$ cat src/rtl/pmu_pkg.sv
package pmu_pkg;

   typedef enum logic [1:0] {
      PM_RUN  = 2'd0,
      PM_IDLE = 2'd1,
      PM_DOWN = 2'd2
   } pmode_e;

   localparam int PCON_W   = 8;
   localparam int IDLE_BIT = 0;
   localparam int DOWN_BIT = 1;
   // bits that simply store what is written; 6..4 are absent and read 0
   localparam logic [PCON_W-1:0] PCON_KEEP = 8'h8C;

   function automatic int cnt_w(input int maxval);
      return (maxval <= 1) ? 1 : $clog2(maxval + 1);
   endfunction

endpackage

$ cat src/rtl/pmu_sync.sv
module pmu_sync #(
   parameter int STAGES = 2
) (
   input  logic clk,
   input  logic por_n,
   input  logic d,
   output logic q
);

   generate
      if (STAGES == 0) begin : g_bypass
         assign q = d;
      end else begin : g_chain
         logic [STAGES-1:0] sr;
         always_ff @(posedge clk or negedge por_n) begin
            if (!por_n) begin
               sr <= '0;
            end else begin
               sr[0] <= d;
               for (int i = 1; i < STAGES; i++) begin
                  sr[i] <= sr[i-1];
               end
            end
         end
         assign q = sr[STAGES-1];
      end
   endgenerate

endmodule

$ cat src/rtl/pmu_timebase.sv
module pmu_timebase #(
   parameter int MC_LEN = 12
) (
   input  logic clk,
   input  logic por_n,
   input  logic run,
   output logic clk_half,
   output logic mc_strobe
);

   localparam int             PW   = pmu_pkg::cnt_w(MC_LEN - 1);
   localparam logic [PW-1:0]  LAST = PW'(MC_LEN - 1);
   localparam bool_pow2 = ((MC_LEN & (MC_LEN - 1)) == 0);

   logic [PW-1:0] phase_q;
   logic          half_q;
   logic          at_last;

   assign at_last = (phase_q == LAST);

   generate
      if (bool_pow2) begin : g_wrap
         always_ff @(posedge clk or negedge por_n) begin
            if (!por_n)   phase_q <= '0;
            else if (run) phase_q <= phase_q + 1'b1;
         end
      end else begin : g_cmp
         always_ff @(posedge clk or negedge por_n) begin
            if (!por_n)       phase_q <= '0;
            else if (run) begin
               if (at_last)   phase_q <= '0;
               else           phase_q <= phase_q + 1'b1;
            end
         end
      end
   endgenerate

   always_ff @(posedge clk or negedge por_n) begin
      if (!por_n)   half_q <= 1'b0;
      else if (run) half_q <= ~half_q;
   end

   assign clk_half  = half_q;
   assign mc_strobe = run & at_last;

endmodule

$ cat src/rtl/pmu_rstqual.sv
module pmu_rstqual #(
   parameter int MC_LEN  = 12,
   parameter int QUAL_MC = 2
) (
   input  logic clk,
   input  logic por_n,
   input  logic pin_s,
   input  logic run,
   output logic sys_rst
);

   localparam int            QUAL = QUAL_MC * MC_LEN;
   localparam int            QW   = pmu_pkg::cnt_w(QUAL);
   localparam logic [QW-1:0] QMAX = QW'(QUAL);

   logic [QW-1:0] held_q;

   always_ff @(posedge clk or negedge por_n) begin
      if (!por_n)                  held_q <= '0;
      else if (!pin_s)             held_q <= '0;
      else if (run && held_q != QMAX) held_q <= held_q + 1'b1;
   end

   assign sys_rst = (held_q == QMAX);

endmodule

$ cat src/rtl/pmu_modes.sv
module pmu_modes #(
   parameter int N_IRQ = 5
) (
   input  logic                        clk,
   input  logic                        por_n,
   input  logic                        pin_s,
   input  logic                        sys_rst,
   input  logic                        run,
   input  logic [N_IRQ-1:0]            irq_pend,
   input  logic [N_IRQ-1:0]            irq_en,
   input  logic                        irq_all_en,
   input  logic                        pcon_we,
   input  logic [pmu_pkg::PCON_W-1:0]  pcon_wdata,
   output pmu_pkg::pmode_e             mode,
   output logic [pmu_pkg::PCON_W-1:0]  pcon_q,
   output logic                        cpu_ce,
   output logic                        inhibit
);
   import pmu_pkg::*;

   pmode_e             mode_q;
   logic [PCON_W-1:0]  keep_q;
   logic               inh_q;
   logic               wake;
   logic               wr_ok;

   assign cpu_ce = run & (mode_q == PM_RUN);
   assign wake   = irq_all_en & (|(irq_pend & irq_en));
   assign wr_ok  = pcon_we & cpu_ce & ~sys_rst;

   always_ff @(posedge clk or negedge por_n) begin
      if (!por_n) begin
         mode_q <= PM_RUN;
         keep_q <= '0;
         inh_q  <= 1'b0;
      end else if (sys_rst) begin
         mode_q <= PM_RUN;
         keep_q <= '0;
         inh_q  <= 1'b0;
      end else begin
         case (mode_q)
            PM_RUN: begin
               if (wr_ok) begin
                  if (pcon_wdata[DOWN_BIT])      mode_q <= PM_DOWN;
                  else if (pcon_wdata[IDLE_BIT]) mode_q <= PM_IDLE;
               end
            end
            PM_IDLE: begin
               if (pin_s) begin
                  mode_q <= PM_RUN;
                  inh_q  <= 1'b1;
               end else if (wake) begin
                  mode_q <= PM_RUN;
               end
            end
            PM_DOWN: mode_q <= PM_DOWN;
            default: mode_q <= PM_RUN;
         endcase
         if (wr_ok) keep_q <= pcon_wdata & PCON_KEEP;
         if (inh_q && !pin_s) inh_q <= 1'b0;
      end
   end

   always_comb begin
      pcon_q           = keep_q;
      pcon_q[IDLE_BIT] = (mode_q == PM_IDLE);
      pcon_q[DOWN_BIT] = (mode_q == PM_DOWN);
   end

   assign mode    = mode_q;
   assign inhibit = inh_q;

endmodule

$ cat src/rtl/pmu_clkrst.sv
module pmu_clkrst #(
   parameter int MC_LEN      = 12,
   parameter int QUAL_MC     = 2,
   parameter int SYNC_STAGES = 2,
   parameter int N_IRQ       = 5
) (
   input  logic             clk_osc,
   input  logic             por_n,
   input  logic             rst_pin,
   input  logic [N_IRQ-1:0] irq_pend,
   input  logic [N_IRQ-1:0] irq_en,
   input  logic             irq_all_en,
   input  logic             pcon_we,
   input  logic [7:0]       pcon_wdata,
   output logic [7:0]       pcon_q,
   output logic             idle_mode,
   output logic             pd_mode,
   output logic             osc_en,
   output logic             clk_half,
   output logic             mc_strobe,
   output logic             cpu_ce,
   output logic             periph_ce,
   output logic             sys_rst,
   output logic             port_force_hi,
   output logic             ram_wr_inhibit
);
   import pmu_pkg::*;

   initial begin
      assert (MC_LEN >= 2)                          else $error("MC_LEN must be at least 2");
      assert (QUAL_MC >= 1)                         else $error("QUAL_MC must be at least 1");
      assert (SYNC_STAGES >= 0 && SYNC_STAGES <= 3) else $error("SYNC_STAGES must be 0..3");
      assert (N_IRQ >= 1)                           else $error("N_IRQ must be at least 1");
      assert (PCON_W == 8)                          else $error("power-control register is 8 bits");
   end

   logic   pin_s;
   logic   run;
   logic   rst_w;
   pmode_e mode;

   pmu_sync #(.STAGES(SYNC_STAGES)) u_sync (
      .clk   (clk_osc),
      .por_n (por_n),
      .d     (rst_pin),
      .q     (pin_s)
   );

   // the oscillator restarts as soon as the pin is seen, even in power-down
   assign run = (mode != PM_DOWN) | pin_s;

   pmu_timebase #(.MC_LEN(MC_LEN)) u_tb (
      .clk       (clk_osc),
      .por_n     (por_n),
      .run       (run),
      .clk_half  (clk_half),
      .mc_strobe (mc_strobe)
   );

   pmu_rstqual #(.MC_LEN(MC_LEN), .QUAL_MC(QUAL_MC)) u_qual (
      .clk     (clk_osc),
      .por_n   (por_n),
      .pin_s   (pin_s),
      .run     (run),
      .sys_rst (rst_w)
   );

   pmu_modes #(.N_IRQ(N_IRQ)) u_modes (
      .clk        (clk_osc),
      .por_n      (por_n),
      .pin_s      (pin_s),
      .sys_rst    (rst_w),
      .run        (run),
      .irq_pend   (irq_pend),
      .irq_en     (irq_en),
      .irq_all_en (irq_all_en),
      .pcon_we    (pcon_we),
      .pcon_wdata (pcon_wdata),
      .mode       (mode),
      .pcon_q     (pcon_q),
      .cpu_ce     (cpu_ce),
      .inhibit    (ram_wr_inhibit)
   );

   assign idle_mode     = (mode == PM_IDLE);
   assign pd_mode       = (mode == PM_DOWN);
   assign osc_en        = run;
   assign periph_ce     = run;
   assign sys_rst       = rst_w;
   assign port_force_hi = rst_pin | rst_w;

endmodule

$ cat config.mk
export PLATFORM = sky130hd
export DESIGN_NAME = pmu_clkrst
export DESIGN_NICKNAME = d
export VERILOG_FILES = /design/src/rtl/pmu_pkg.sv /design/src/rtl/pmu_sync.sv /design/src/rtl/pmu_timebase.sv /design/src/rtl/pmu_rstqual.sv /design/src/rtl/pmu_modes.sv /design/src/rtl/pmu_clkrst.sv
export SDC_FILE = /design/constraint.sdc
export NUM_CORES = 1
export LEC_CHECK = 0
export CORE_ASPECT_RATIO = 1.2
export CORE_UTILIZATION = 45
export DETAILED_ROUTE_END_ITERATION = 10
export DONT_BUFFER_PORTS = 1
export GPL_TIMING_DRIVEN = 0
export SLEW_MARGIN = 5
export SYNTH_ARGS = -nofsm -noshare
export SYNTH_HDL_FRONTEND = slang
export SYNTH_SLANG_ARGS = --single-unit
export TNS_END_PERCENT = 10
$ cat constraint.sdc
create_clock -name clk_osc -period 5.2 [get_ports clk_osc]
set_clock_uncertainty 0.2 [all_clocks]
set_input_delay 1.3 -clock clk_osc [delete_from_list [all_inputs] [get_ports clk_osc]]
set_output_delay 1.3 -clock clk_osc [all_outputs]
set_load 0.03 [all_outputs]
==> results of run 1 <==
-- cell usage in the layout (no fill, tap or decap), drive strengths merged, types with 2 or more instances in the layout --
cell type   n
nand3b      2
buf         7
nand3       3
conb        3
xor2        2
nor3b       2
nor2       13
clkbuf      4
and2b       2
o21ai       3
dfrtp      18
xnor2       3
inv         5
ha          3
nand2       7
mux2i       4
-- metrics by stage --
step                utilization  area [um2]  cells
finish                   0.5235       991.0    112
global route             0.5235       991.0    112
floorplan                     -       930.9     89
global placement         0.5043       954.7    108
CTS                      0.5235       991.0    112
detailed placement       0.5043       954.7    108
-- sequential cells by signal, indices dropped and copies added (netlist names) --
name,cells
u_tb.clk_half,1
u_modes.keep_q,3
u_sync.g_chain.sr,2
u_qual.held_q,5
u_modes.mode,2
u_tb.phase_q,4
u_modes.inhibit,1
-- path summary, 6_finish.rpt --
kind	endpoint	slack, ns	depth (start not counted)
max in group asynchronous	u_qual.held_q[1]	4.24	0
min reg2reg	u_sync.g_chain.sr[1]	0.16	0
min in group asynchronous	u_tb.clk_half	0.49	0
max reg2reg	u_tb.phase_q[2]	3.48	4
max	port_force_hi	1.95	5
min	u_sync.g_chain.sr[1]	0.16	0
-- cells by family after synthesis --
family / count (synthesis) / share of synthesized area
simple gates: 33 / 0.2060
flops: 18 / 0.4878
buf+inv: 12 / 0.07451
compound gates: 10 / 0.07994
xor+xnor: 5 / 0.04743
mux: 5 / 0.05962
fa+ha+maj: 3 / 0.04065
other cells: 1 / 0.004061
-- cell type report --
class	count	area [um2]
Fill cell	171	902.1
Sequential cell	18	450.4
Multi-Input combinational cell	59	411.6
Buffer	7	50.05
Clock buffer	4	36.28
Tap cell	19	23.77
Inverter	5	18.77
-- per-layer routing --
metal | global-route usage | vias up
li1 | - | 295
met4 | 0.1042 | 0
met1 | 0.1700 | 304
met2 | 0.2879 | 20
met5 | 0 | -
met3 | 0.02778 | 2
-- power by group --
group          total (W)  internal (W)  switching [W]
sequential      0.000228      0.000171      0.0000578
combinational  0.0000746     0.0000409      0.0000337
clock          0.0000857     0.0000426      0.0000431
==> flow_metrics.py, run 1 <==
metrics = {
    "route": {
        "dr.pass1.iters": 7,
        "drt-total-wl_um": 1560,
        "drtIter0Drc": 16,
        "wl_met2_um": 849,
        "wl_per_cell_um": 13.93,
        "routed.top_layer": "met4",
        "vias": 621,
        "drc": 7,
        "ant_nets": 0,
        "met1_length_um": 628,
        "met3_wirelength_um": 65,
        "via_per_inst": 5.545,
    },
    "synthesis": {
        "netlist.area_leader.share": 0.4878,
        "ys_ff_latch": 18,
        "yosysMostFrequentCell": "dfrtp_1",
        "synth.area.top_cells": "dfrtp_1 (49%), nor2_1 (5.3%), buf_4 (4.9%)",
        "syn_area_um2": 923.4,
        "synthArstFlopShare": 1.000,
        "avgSynthCellArea_um2": 10.61,
        "synth_top_flop_cell": "dfrtp_1",
        "yosysWarnings": 0,
        "synth_cell_types": 30,
        "synth_cells": 87,
        "ys_seq_area_frac": 0.4878,
        "synth_edf_count": 0,
        "synth_common_cells": "dfrtp_1 (18), nor2_1 (13), buf_4 (6), nand2_1 (6)",
        "yosysTopAreaCell": "dfrtp_1",
    },
    "cts": {
        "cts.sinks": 18,
        "clock_path_buffers": 2,
        "clk_pin_slew_worst_paths_ns": 0.10,
        "root_buffer": "clkbuf_4",
        "cts_tree": "yes",
        "cts_buffers": 3,
        "cts_resized": 0,
        "h-tree-depth": 1,
        "cts_setup_buffers": 0,
        "cts_hold_buf": 0,
        "worstSkewPairLatency_ns": 0.29,
    },
    "finish": {
        "syn2layout_area_growth_pct": 7.317,
        "final_nets": 120,
        "drive_gt1_frac": 0.2151,
        "antenna_cells": 0,
    },
    "timing": {
        "hold_viol": 0,
        "final.period_utilization": 0.6245,
        "fin_ws_ns": 1.953,
        "worstMarginPinSlew_ns": 0.5529,
        "layout_min_cycle_time_ns": 3.247,
        "setup_viol": 0,
        "slew_headroom": 0.6300,
        "setup_tns_ns": 0,
        "rsz0062_at_grt": "no",
        "report.final.slew_viol_count": 0,
        "fmax_ghz": 0.3080,
        "hold_slack_ns": 0.1581,
    },
    "critical_path": {
        "slowest_delay_ns": 0.40,
        "cp_slowest_cell": "or2_2",
        "worstPathCellList": "inv_1 -> ha_1 -> and4b_1 -> buf_2 -> or2_2",
        "path_class": "flop to output port",
        "crit_fanout": 10,
        "crit_required_ns": 3.70,
        "startpoint": "u_qual.held_q[0]",
        "critical_path.top_delay_family": "simple AND/OR/NAND/NOR gates",
        "end_kind": "output port",
        "start_kind": "flop",
        "critical_path_buf_inv_count": 2,
        "cp.arrival_ns": 1.75,
        "r2r_start": "u_modes.mode[1]",
    },
    "floorplan": {
        "rows": 17,
        "core_um2": 1893,
        "chipHeight_um": 51.62,
        "ioPinCount": 41,
        "fp.dieW_um": 43.35,
        "initial_core_util": 0.4878,
        "die-area_um2": 2238,
    },
    "pwr": {
        "power_leakage_nw": 0.4640,
        "peakVddDrop_v": 0.0002484,
        "p_total_w": 0.0003889,
        "powerDensity_nw_per_um2": 392.4,
    },
    "worst_hold_path": {
        "hp-class": "flop to flop",
        "min_from": "u_sync.g_chain.sr[0]",
    },
    "grt": {
        "grt_pass1_vias": 602,
        "antenna_found_initial": 0,
        "grt_pass1_wl_um": 2608,
        "track_usage": 0.1605,
        "grt_overflow": 0,
        "grt_max_degree": 19,
    },
    "run": {
        "max_cap_viol_count": 0,
    },
    "outcome": {
        "status": "finished with violations",
        "violations": "DRC",
    },
    "place": {
        "gp_congestion": 0.7066,
        "place_hpwl_um": 1164,
        "port_buffers": 0,
        "dp_slack_ns": 2.032,
    },
}
Power figures use the tool's default switching activity.
==> run 2, diff against run 1 <==
==> constraint.sdc (replaced) <==
create_clock -name clk_osc -period 2.8 [get_ports clk_osc]
set_clock_uncertainty 0.2 [all_clocks]
set_input_delay 0.7 -clock clk_osc [delete_from_list [all_inputs] [get_ports clk_osc]]
set_output_delay 0.7 -clock clk_osc [all_outputs]
set_load 0.03 [all_outputs]
==> flow_metrics.py, run 2 (synthesis results as in run 1) <==
metrics = {
    "worst_hold_path": {
        "hold_path_depth": 0,
        "hp-class": "flop to flop",
        "min_from": "u_sync.g_chain.sr[0]",
        "min_to": "u_sync.g_chain.sr[1]",
    },
    "cts": {
        "clk_pin_slew_worst_paths_ns": 0.10,
        "cts_tree": "yes",
        "cts.sinks": 18,
        "cts_setup_buffers": 0,
        "root_buffer": "clkbuf_4",
        "h-tree-depth": 1,
        "clock_path_buffers": 2,
        "cts_resized": 0,
        "cts_buffers": 3,
        "worstSkewPairLatency_ns": 0.29,
    },
    "finish": {
        "largest-register": "u_qual.held_q",
        "final_cell_mix": "dfrtp_1 (18), nor2_1 (13), nand2_1 (6), buf_4 (6)",
        "final_common_cell": "dfrtp_1",
        "antenna_cells": 0,
        "syn2layout_area_growth_pct": 8.401,
        "drive_gt1_frac": 0.2128,
        "largest_reg_flops": 5,
        "biggestRegsByFlops": "u_qual.held_q: 5 flops, u_tb.phase_q: 4 flops, u_modes.keep_q: 3 flops",
        "fin_util": 0.5288,
        "final_nets": 121,
    },
    "floorplan": {
        "chipHeight_um": 51.62,
        "initial_core_util": 0.4878,
        "ioPinCount": 41,
        "die-area_um2": 2238,
        "rows": 17,
        "fp.dieW_um": 43.35,
        "core_um2": 1893,
    },
    "route": {
        "wl_per_cell_um": 13.91,
        "dr.pass1.iters": 7,
        "drc": 7,
        "drt-total-wl_um": 1572,
        "ant_nets": 0,
        "vias": 623,
        "via_per_inst": 5.513,
        "drtIter0Drc": 16,
    },
    "timing": {
        "final.period_utilization": 0.9455,
        "report.final.slew_viol_count": 0,
        "slew_headroom": 0.4676,
        "layout_min_cycle_time_ns": 2.647,
        "setup_tns_ns": 0,
        "setup_viol": 0,
        "rsz0062_at_grt": "no",
        "hold_viol": 0,
        "hold_slack_ns": 0.1581,
        "worstMarginPinSlew_ns": 0.7960,
        "fmax_ghz": 0.3777,
    },
    "run": {
        "max_cap_viol_count": 0,
    },
    "critical_path": {
        "r2r_start": "u_modes.mode[1]",
        "cp_slowest_cell": "or2_2",
        "start_kind": "flop",
        "end_kind": "output port",
        "r2r-end": "u_tb.phase_q[2]",
        "crit_fanout": 10,
        "ff2ff_path_depth": 4,
        "worst-r2r-setup-slack_ns": 1.08,
        "crit_required_ns": 1.90,
        "worstPathCellList": "inv_1 -> ha_1 -> and4b_1 -> buf_2 -> or2_2",
        "path_class": "flop to output port",
        "slowest_delay_ns": 0.41,
        "cp.arrival_ns": 1.75,
    },
    "outcome": {
        "status": "finished with violations",
        "violations": "DRC",
    },
    "grt": {
        "antenna_found_initial": 0,
        "grt_overflow": 0,
        "grt_pass1_vias": 604,
        "grt_max_degree": 19,
        "track_usage": 0.1605,
        "grt_pass1_wl_um": 2608,
    },
    "place": {
        "port_buffers": 0,
        "gp_congestion": 0.7066,
        "place_hpwl_um": 1164,
    },
    "pwr": {
        "peakVddDrop_v": 0.0004622,
        "power_leakage_nw": 0.4682,
        "powerDensity_nw_per_um2": 727.2,
    },
}
[run 2: changes by cell type in the layout (fill, tap and decap cells not counted)]
| cell | delta |
|---|---|
| dlygate4sd3_1 | +1 |
[run 2: how the worst max path moves through the flow]
stage | slack, ns | startpoint | to
3_5_place_dp | 0.47 | u_qual.held_q[0] | port_force_hi
3_3_place_gp | 0.48 | u_qual.held_q[0] | port_force_hi
6_report | 0.15 | u_qual.held_q[0] | port_force_hi
4_1_cts | 0.13 | u_qual.held_q[0] | port_force_hi
5_1_grt | 0.06 | u_qual.held_q[0] | port_force_hi
2_1_floorplan | 0.56 | u_qual.held_q[0] | port_force_hi
[run 2: cell type report]
cell class | count | area [um2]
fillers | 170 | 892.1
flip-flops and latches | 18 | 450.4
multi-input cells | 59 | 411.6
plain buffers | 7 | 50.05
clock buffers | 4 | 36.28
well taps | 19 | 23.77
inverters | 5 | 18.77
repair buffers | 1 | 10.01
[run 2: power breakdown]
| group | switching (W) | internal, W |
|---|---|---|
| sequential | 0.000107 | 0.000317 |
| combinational | 0.0000674 | 0.0000770 |
| clock | 0.0000801 | 0.0000792 |
[run 2: repair_timing]
item / 4_1_cts / 5_1_grt
endpoints found under the hold margin: 18 / 0
hold buffers: 1 / 0
setup endpoints to repair: 0 / 0
[run 2: layer usage]
layer | routed length [um] | GRT usage | up-vias | part of all wire
li1 | - | - | 297 | -
met1 | 635 | 0.1655 | 304 | 0.40
met2 | 851 | 0.2929 | 20 | 0.54
met3 | 67 | 0.02778 | 2 | 0.043
met4 | 17 | 0.1042 | 0 | 0.011
met5 | 0 | 0 | - | 0
[run 2: stage by stage]
step,total power (W),setup WS [ns],cell area [um2],cells
4_1_cts,0.0007359,0.1347,1001,113
3_5_place_dp,0.0005704,0.4690,954.7,108
3_3_place_gp,0.0005634,0.4806,954.7,108
6_report,0.0007279,0.1527,1001,113
5_1_grt,0.0007704,0.06166,1001,113
2_1_floorplan,0.0005420,0.5565,930.9,89
[run 2: worst max-delay path: cells and delay by family, from the launching register on]
kind,cells,cell delay (ns)
simple gates,2,0.58
flops,1,0.38
buf+inv,2,0.31
fa+ha+maj,1,0.19
==> run 3, diff against run 2 <==
--- a/config.mk
+++ b/config.mk
@@ -10,6 +10,7 @@
 export DETAILED_ROUTE_END_ITERATION = 10
 export DONT_BUFFER_PORTS = 1
 export GPL_TIMING_DRIVEN = 0
+export PLACE_DENSITY = 0.64
 export SLEW_MARGIN = 5
 export SYNTH_ARGS = -nofsm -noshare
 export SYNTH_HDL_FRONTEND = slang
==> flow_metrics.py, run 3 (synthesis results as in run 1) <==
metrics = {
    "outcome": {
        "status": "finished with violations",
        "violations": "DRC",
    },
    "critical_path": {
        "end_kind": "output port",
        "start_kind": "flop",
        "cp.arrival_ns": 1.74,
        "critical_path_buf_inv_count": 2,
        "startpoint": "u_qual.held_q[0]",
        "crit_required_ns": 1.90,
        "r2r-end": "u_tb.phase_q[2]",
        "path_class": "flop to output port",
        "slowest_delay_ns": 0.40,
        "r2r_start": "u_modes.mode[1]",
        "cp_slowest_cell": "or2_2",
        "crit_fanout": 10,
        "ff2ff_path_depth": 4,
        "worst-r2r-setup-slack_ns": 1.09,
        "cp.depth": 5,
        "critical_path.top_delay_family": "simple AND/OR/NAND/NOR gates",
        "cp-endpoint": "port_force_hi",
        "worstPathCellList": "inv_1 -> ha_1 -> and4b_1 -> buf_2 -> or2_2",
    },
    "route": {
        "vias": 591,
        "drc": 4,
        "ant_nets": 0,
        "dr.pass1.iters": 7,
        "via_per_inst": 5.230,
        "wl_per_cell_um": 13.04,
        "drtIter0Drc": 15,
        "drt-total-wl_um": 1474,
    },
    "finish": {
        "final_common_cell": "dfrtp_1",
        "design_area_um2": 1001,
        "multi_input_area_um2": 411.6,
        "final_cell_mix": "dfrtp_1 (18), nor2_1 (13), nand2_1 (6), buf_4 (6)",
        "largest-register": "u_qual.held_q",
        "drive_gt1_frac": 0.2128,
        "nFillCells": 173,
        "final_nets": 121,
        "syn2layout_area_growth_pct": 8.401,
        "final-seq-area_um2": 450.4,
        "largest_reg_flops": 5,
        "biggestRegsByFlops": "u_qual.held_q: 5 flops, u_tb.phase_q: 4 flops, u_modes.keep_q: 3 flops",
        "antenna_cells": 0,
    },
    "cts": {
        "h-tree-depth": 1,
        "clk_pin_slew_worst_paths_ns": 0.10,
        "cts_tree": "yes",
        "root_buffer": "clkbuf_4",
        "cts_setup_buffers": 0,
        "cts_resized": 0,
        "clock_path_buffers": 2,
        "cts.sinks": 18,
        "worstSkewPairLatency_ns": 0.29,
        "cts_buffers": 3,
    },
    "timing": {
        "fmax_ghz": 0.3788,
        "final.period_utilization": 0.9427,
        "slew_headroom": 0.4670,
        "worstMarginPinSlew_ns": 0.7969,
        "setup_tns_ns": 0,
        "rsz0062_at_grt": "no",
        "setup_viol": 0,
        "hold_slack_ns": 0.1595,
        "layout_min_cycle_time_ns": 2.640,
        "hold_viol": 0,
        "report.final.slew_viol_count": 0,
    },
    "place": {
        "place_hpwl_um": 1121,
        "dpl_cell_area_um2": 954.7,
        "port_buffers": 0,
        "gp_congestion": 0.7096,
    },
    "grt": {
        "antenna_found_initial": 0,
        "grt_max_degree": 19,
        "grt_overflow": 0,
        "grt_pass1_vias": 602,
        "grt_pass1_wl_um": 2601,
        "track_usage": 0.1561,
    },
    "pwr": {
        "power_leakage_nw": 0.4682,
        "p_total_w": 0.0007246,
        "peakVddDrop_v": 0.0004419,
        "powerDensity_nw_per_um2": 723.9,
    },
    "floorplan": {
        "fp.dieW_um": 43.35,
        "die-area_um2": 2238,
        "initial_core_util": 0.4878,
        "core_um2": 1893,
        "chipHeight_um": 51.62,
        "rows": 17,
        "ioPinCount": 41,
    },
    "run": {
        "max_cap_viol_count": 0,
    },
    "worst_hold_path": {
        "hp-class": "flop to flop",
    },
}
-- run 3: cell counts in the layout (fill, tap and decap cells not counted) --
No cell type changed its count.
-- run 3: how the worst min path moves through the flow --
stage,depth (start not counted),startpoint,end,slack [ns]
2_1_floorplan,0,u_sync.g_chain.sr[0],u_sync.g_chain.sr[1],0.13
3_3_place_gp,0,u_sync.g_chain.sr[0],u_sync.g_chain.sr[1],0.14
3_5_place_dp,0,u_sync.g_chain.sr[0],u_sync.g_chain.sr[1],0.14
4_1_cts,0,u_sync.g_chain.sr[0],u_sync.g_chain.sr[1],0.17
5_1_grt,0,u_sync.g_chain.sr[0],u_sync.g_chain.sr[1],0.17
6_report,0,u_sync.g_chain.sr[0],u_sync.g_chain.sr[1],0.16
-- run 3: area by class of cell --
| cell class | count | area share |
|---|---|---|
| tap | 19 | 0.02375 |
| multi-input combinational | 59 | 0.4113 |
| inverter | 5 | 0.01875 |
| timing repair buffer | 1 | 0.01000 |
| clock buffer | 4 | 0.03625 |
| buffer | 7 | 0.05000 |
| sequential | 18 | 0.4500 |
-- run 3: through the flow --
| step | instances | utilization | worst slack [ns] |
|---|---|---|---|
| after global placement | 108 | 0.5043 | 0.4816 |
| after global routing | 113 | 0.5288 | 0.06000 |
| final | 113 | 0.5288 | 0.1603 |
| after detailed placement | 108 | 0.5043 | 0.4715 |
| after floorplan | 89 | - | 0.5565 |
| after CTS | 113 | 0.5288 | 0.1301 |
-- run 3: repair_timing --
item,4_1_cts,5_1_grt
endpoints found under the hold margin,18,0
hold buffers,1,0
setup endpoints to repair,0,0
-- run 3: metal layers --
layer / GRT usage / vias to the layer above / routed length (um)
met1: 0.1700 / 275 / 614
met2: 0.2778 / 17 / 740
met4: 0.04688 / 0 / 14
met3: 0.05903 / 2 / 103
li1: - / 297 / -
met5: 0 / - / 0
-- run 3: worst register-to-register path, stage by stage (launching register included) --
cell and delay (ns):
dfrtp_1 0.46, nor3b_4 0.35, inv_2 0.19, nand2_2 0.11
mux2_4 0.29
-- run 3: power by group --
part | total (W) | internal, W | switching, W
clock network | 0.000157 | 0.0000791 | 0.0000776
logic | 0.000143 | 0.0000766 | 0.0000666
registers | 0.000425 | 0.000317 | 0.000108
total | 0.000725 | 0.000473 | 0.000252
